--- config.mk ---
export PLATFORM = sky130hd
export DESIGN_NAME = logic_tile
export DESIGN_NICKNAME = d
export VERILOG_FILES = /design/src/rtl/tile_pkg.sv /design/src/rtl/cfg_chain.sv /design/src/rtl/route_mux4.sv /design/src/rtl/lut_core.sv /design/src/rtl/logic_tile.sv
export SDC_FILE = /design/constraint.sdc
export NUM_CORES = 1
export LEC_CHECK = 0
export ABC_AREA = 1
export BUFFER_PORTS_ARGS = -buffer_cell sky130_fd_sc_hd__buf_2
export CELL_PAD_IN_SITES_DETAIL_PLACEMENT = 2
export CELL_PAD_IN_SITES_GLOBAL_PLACEMENT = 2
export CORE_AREA = 2 2 71 73
export DETAILED_ROUTE_END_ITERATION = 10
export DIE_AREA = 0 0 73 75
export PLACE_DENSITY = 0.78
export SLEW_MARGIN = 20
export SYNTH_ARGS = -nofsm -noshare
export SYNTH_HDL_FRONTEND = slang
export SYNTH_SLANG_ARGS = --single-unit
--- constraint.sdc ---
create_clock -name clk -period 1.9 [get_ports clk]
set_clock_uncertainty 0.2 [all_clocks]
set_input_delay 0.285 -clock clk [delete_from_list [all_inputs] [get_ports clk]]
set_output_delay 0.285 -clock clk [all_outputs]
set_load 0.02 [all_outputs]
--- src/rtl/tile_pkg.sv ---
package tile_pkg;
  typedef enum logic [1:0] {
    SIDE_N = 2'd0,
    SIDE_E = 2'd1,
    SIDE_S = 2'd2,
    SIDE_W = 2'd3
  } side_e;

  function automatic int stream_len(input int k, input int n);
    return (1 << k) + 2 * k + 8 * n;
  endfunction
endpackage

--- src/rtl/cfg_chain.sv ---
module cfg_chain #(
  parameter int LEN = 22
) (
  input  logic           clk,
  input  logic           rst_n,
  input  logic           en,
  input  logic           sel,
  input  logic [1:0]     din,
  output logic [LEN-1:0] q,
  output logic           dout
);
  logic           bit_in;
  logic [LEN-1:0] q_nxt;

  always_comb begin
    bit_in = sel ? din[1] : din[0];
    q_nxt  = q;
    if (en) q_nxt = {bit_in, q[LEN-1:1]};
  end

  always_ff @(posedge clk or negedge rst_n) begin
    if (!rst_n) q <= '0;
    else        q <= q_nxt;
  end

  assign dout = q[0];


  cfg_hold_chk: assert property (@(posedge clk) disable iff (!rst_n)
    !en |=> $stable(q));


  cfg_shift_chk: assert property (@(posedge clk) disable iff (!rst_n)
    en |=> q[LEN-1] == $past(sel ? din[1] : din[0]));
endmodule

--- src/rtl/route_mux4.sv ---
module route_mux4 #(
  parameter int W = 1
) (
  input  logic [W-1:0] d0,
  input  logic [W-1:0] d1,
  input  logic [W-1:0] d2,
  input  logic [W-1:0] d3,
  input  logic [1:0]   sel,
  output logic [W-1:0] y
);
  always_comb begin
    unique case (sel)
      2'd0:    y = d0;
      2'd1:    y = d1;
      2'd2:    y = d2;
      default: y = d3;
    endcase
  end
endmodule

--- src/rtl/lut_core.sv ---
module lut_core #(
  parameter int K = 3
) (
  input  logic               clk,
  input  logic               rst_n,
  input  logic [K-1:0]       addr,
  input  logic [(1<<K)-1:0]  entries,
  output logic               f,
  output logic               f_n
);
  localparam int DEPTH = 1 << K;

  logic [DEPTH-1:0] dec;

  for (genvar i = 0; i < DEPTH; i++) begin : g_dec
    assign dec[i] = (addr == K'(i));
  end

  assign f   = |(dec & entries);
  assign f_n = ~f;


  dec_onehot_chk: assert property (@(posedge clk) disable iff (!rst_n)
    $countones(dec) == 1);
endmodule

--- src/rtl/logic_tile.sv ---
module logic_tile #(
  parameter int K = 3,
  parameter int N = 1
) (
  input  logic         clk,
  input  logic         rst_n,
  input  logic         cfg_en,
  input  logic         cfg_sel,
  input  logic [1:0]   cfg_in,
  output logic         cfg_out,
  input  logic [N-1:0] n_in,
  input  logic [N-1:0] e_in,
  input  logic [N-1:0] s_in,
  input  logic [N-1:0] w_in,
  output logic [N-1:0] n_out,
  output logic [N-1:0] e_out,
  output logic [N-1:0] s_out,
  output logic [N-1:0] w_out,
  output logic         f,
  output logic         f_n
);
  import tile_pkg::*;

  localparam int DEPTH     = 1 << K;
  localparam int LSEL_BASE = DEPTH;
  localparam int OSEL_BASE = DEPTH + 2 * K;
  localparam int CFG_LEN   = stream_len(K, N);
  localparam int OUT_W     = 4 * N + 1;

  logic [1:0]         rst_sync;
  logic               rst_i_n;
  logic [CFG_LEN-1:0] cfg_q;
  logic [K-1:0]       lut_addr;
  logic               f_live;
  logic               f_n_live;
  logic [4*N-1:0]     side_in;
  logic [4*N-1:0]     side_live;
  logic [OUT_W-1:0]   live_vec;
  logic [OUT_W-1:0]   hold_q;
  logic [OUT_W-1:0]   hold_d;
  logic [OUT_W-1:0]   out_vec;

  // asynchronous assert, synchronous release
  always_ff @(posedge clk or negedge rst_n) begin
    if (!rst_n) rst_sync <= 2'b00;
    else        rst_sync <= {rst_sync[0], 1'b1};
  end
  assign rst_i_n = rst_sync[1];

  cfg_chain #(.LEN(CFG_LEN)) i_chain (
    .clk  (clk),
    .rst_n(rst_i_n),
    .en   (cfg_en),
    .sel  (cfg_sel),
    .din  (cfg_in),
    .q    (cfg_q),
    .dout (cfg_out)
  );

  assign side_in = {w_in, s_in, e_in, n_in};

  for (genvar j = 0; j < K; j++) begin : g_lsel
    localparam int CH = j % N;
    route_mux4 #(.W(1)) i_lmux (
      .d0 (side_in[int'(SIDE_N)*N + CH]),
      .d1 (side_in[int'(SIDE_E)*N + CH]),
      .d2 (side_in[int'(SIDE_S)*N + CH]),
      .d3 (side_in[int'(SIDE_W)*N + CH]),
      .sel(cfg_q[LSEL_BASE + 2*j +: 2]),
      .y  (lut_addr[j])
    );
  end

  lut_core #(.K(K)) i_lut (
    .clk    (clk),
    .rst_n  (rst_i_n),
    .addr   (lut_addr),
    .entries(cfg_q[DEPTH-1:0]),
    .f      (f_live),
    .f_n    (f_n_live)
  );

  for (genvar d = 0; d < 4; d++) begin : g_side
    localparam int O1 = (d == 0) ? 1 : 0;
    localparam int O2 = (d <= 1) ? 2 : 1;
    localparam int O3 = (d <= 2) ? 3 : 2;
    for (genvar c = 0; c < N; c++) begin : g_ch
      route_mux4 #(.W(1)) i_omux (
        .d0 (f_live),
        .d1 (side_in[O1*N + c]),
        .d2 (side_in[O2*N + c]),
        .d3 (side_in[O3*N + c]),
        .sel(cfg_q[OSEL_BASE + 2*(d*N + c) +: 2]),
        .y  (side_live[d*N + c])
      );
    end
  end

  assign live_vec = {f_live, side_live};

  // freeze register: next-state and storage kept apart
  always_comb begin
    hold_d = live_vec;
    if (cfg_en) hold_d = hold_q;
  end

  always_ff @(posedge clk or negedge rst_i_n) begin
    if (!rst_i_n) hold_q <= '0;
    else          hold_q <= hold_d;
  end

  assign out_vec = cfg_en ? hold_q : live_vec;
  assign n_out   = out_vec[int'(SIDE_N)*N +: N];
  assign e_out   = out_vec[int'(SIDE_E)*N +: N];
  assign s_out   = out_vec[int'(SIDE_S)*N +: N];
  assign w_out   = out_vec[int'(SIDE_W)*N +: N];
  assign f       = out_vec[OUT_W-1];
  assign f_n     = cfg_en ? ~hold_q[OUT_W-1] : f_n_live;


  freeze_hold_chk: assert property (@(posedge clk) disable iff (!rst_i_n)
    (cfg_en && $past(cfg_en)) |-> $stable({n_out, e_out, s_out, w_out, f}));


  north_f_pass_chk: assert property (@(posedge clk) disable iff (!rst_i_n)
    (!cfg_en && cfg_q[OSEL_BASE +: 2] == 2'd0) |-> n_out[0] == f_live);


  compl_pair_chk: assert property (@(posedge clk) disable iff (!rst_i_n)
    f_n != f);
endmodule

==> reports/qor.yml <==
clock_network:
  cts-root-buf: "clkbuf_8"
  clk_latency_ps: 280
  cts-buffers-inserted: 5
  clock_path_buffers: 2
  htreeDepth: 2
  tritoncts: "done"
  path_clk_slew_ps: 70
  cts.sinks: 29
drt:
  vias_per_cell: 5.10
  dr.pass1.iters: 4
  wl_per_cell_um: 17.8
  via_count: 1463
  final_antenna_net_count: 0
  drc: 0
  wl_um: 5100
  drtIter0Drc: 61
worst_setup_path:
  path_buf_inv: 2
  reg2reg_slack_ps: 10
  r2r-end: "hold_q[2]$_DFF_PN0_"
  worstPathCellList: "inv_4 -> nand2_2 -> nand3_2 -> nand2_4 -> nand2_4 -> nor2_4 -> nor2_4 -> nand2_4 -> nand3_2 -> nand2_1 -> nand2_1 -> nand2_2 -> buf_6"
  critPathKind: "flop to output pin"
  reg2regPathDepth: 13
  timing.rr.start: "i_chain.q[8]$_DFFE_PN0P_"
  worstSetupEndpointType: "output pin"
  start_kind: "flop"
  cp.required_ps: 1410
  cp_max_fo: 6
  critical_path.most_common_cell: "nand2_4"
  cpPeakStageDelay_ps: 470
  slowest_stage: "dfrtp_2"
  critPathArrivalTime_ps: 1890
  path_delay_family: "simple AND/OR/NAND/NOR gates"
die:
  dieHeight_um: 75
  dieWidth_um: 73
  initial_core_util_pct: 31.9
  core-area_sq_um: 4660
  ioPinCount: 17
  row_count: 25
  fp.dieArea_sq_um: 5480
global_routing:
  grt_pass1_wl_um: 7860
  grt_max_degree: 22
  overflow: 0
  grt_pass1_vias: 1598
  grt_antenna_before_repair: 0
  grt_usage_pct: 19.5
outcome:
  status: "finished, violations left"
  violations: "setup timing"
logic_synthesis:
  synth_area_sq_um: 1490
  synthTopCellsByArea: "dfrtp_1, nand2_1, o21ai_0"
  syn_inst: 197
  ys.flop_type: "dfrtp_1"
  synth_top_area_share_pct: 48.8
  synth_edf_count: 0
  yosys.area.top_type: "dfrtp_1"
  yosysMostFrequentCell: "nand2_1"
  ys_seq_area_share_pct: 48.8
  postSynth.asyncResetShare_pct: 100
  syn-mean-instance-area_sq_um: 7.55
  synthTopCellsByCount: "nand2_1, dfrtp_1, inv_1"
  synth.net_count: 207
  synth_seq_cells: 29
  yosysWarnings: 0
  yosysUniqueCellTypes: 19
final_layout:
  antennaDiodeCount: 0
  syn_to_final_growth_pct: 41.0
  stdcell_area_sq_um: 2100
  final_nets: 242
  drive_above_1_share_pct: 42.9
sta:
  grt_setup_unrepaired: "yes"
  hold_viol_final: 0
  slew_viol_final: 0
  setup_viol: 6
  setup_ws_ps: -474
  finalCriticalPeriod_ps: 2370
  finalCritPeriodShare_pct: 125
  fmax_mhz: 421
pwr:
  ir_worst_vdd_v: 0.000621
  powerDensity_nw_per_um2: 1130
  finalPower_uw: 2380
  p_leak_uw: 0.00101
place:
  place.gp.congestion: 0.741
  hpwl_um: 3300
  port_buffers: 16
  place_ws_ps: -244
  placed_area_sq_um: 1700
flow_run:
  maxCapViolCount: 0
worst_hold_path:
  min_path_type: "flop to asynchronous set/reset pin"
cell families after synthesis:
group	count (synthesis)	share of synthesized area, %
buffers and inverters	33	8.83
other	1	0.252
DFF	29	48.8
and+or+nand+nor	95	28.2
AOI/OAI and AO/OA	39	14.0
where the power goes:
| group | internal (uW) | total [uW] | switching [uW] | leakage [uW] |
|---|---|---|---|---|
| combinational | 346 | 885 | 539 | 0.000593 |
| clock | 427 | 667 | 240 | 0.0000585 |
| sequential | 726 | 825 | 99.5 | 0.000356 |
flip-flops by register name (all words and copies together), names as in the netlist:
register   cells
i_chain.q     22
hold_q         5
rst_sync       2
worst max-delay path by stage:
stage / cells past startpoint / end / slack (ps) / startpoint
after detailed placement: 14 / n_out / -240 / s_in
final: 13 / w_out / -470 / i_chain.q[8]$_DFFE_PN0P_
after floorplan: 11 / f_n / 30 / i_chain.q[10]$_DFFE_PN0P_
after global placement: 14 / w_out / -190 / s_in
after CTS: 13 / n_out / -490 / i_chain.q[8]$_DFFE_PN0P_
after global routing: 13 / w_out / -590 / i_chain.q[8]$_DFFE_PN0P_
stage by stage:
step / util [%] / hold WS, ps / cells / setup TNS [ps]
2_1_floorplan: - / -211 / 197 / 0
3_3_place_gp: 36.4 / -127 / 273 / -1010
3_5_place_dp: 36.4 / -127 / 273 / -1230
4_1_cts: 41.4 / 20.8 / 284 / -2810
5_1_grt: 45.0 / 31.7 / 287 / -3580
6_report: 45.0 / 2.92 / 287 / -2690
cell type report:
| cell class | instances | area (sq um) |
|---|---|---|
| fillers | 532 | 2560 |
| multi-input cells | 135 | 821 |
| flip-flops and latches | 29 | 731 |
| repair buffers | 34 | 255 |
| inverters | 27 | 106 |
| clock buffers | 7 | 86.3 |
| well taps | 54 | 67.6 |
| clock inverters | 1 | 30.0 |
worst reg2reg max path: cells and delay by family, from the launching register on:
kind                   cells  cell delay [ps]
and+or+nand+nor           11              860
DFF                        1              470
buffers and inverters      2              260
routing by layer:
layer	global-route usage, %	part of all wire [%]	up-vias
met2	35.7	56	27
li1	-	-	691
met3	3.75	3.2	8
met5	0	0	-
met1	23.3	39	737
met4	5.56	1.8	0
cell usage in the layout, fill, tap and decap left out, types with 2 or more instances in the layout:
cell	synthesis	routed
nand3_2	3	16
buf_6	1	6
inv_4	0	2
buf_4	0	17
dfrtp_1	29	25
nand2_2	7	19
nor2_4	0	4
a31oi_1	4	4
inv_1	22	19
nand2_4	1	7
clkbuf_8	0	6
dfrtp_2	0	4
nand2_1	56	38
buf_2	0	10
a21oi_1	13	13
nor2_1	13	9
o21ai_0	18	18
inv_2	5	6
what timing repair did:
action	4_1_cts	5_1_grt
hold buffers	1	0
pin swaps	11	20
endpoints found under the hold margin	2	0
resized for setup	27	42
setup buffers	2	3
endpoints found under the setup margin	6	11
(Power assumes the default switching activity.)
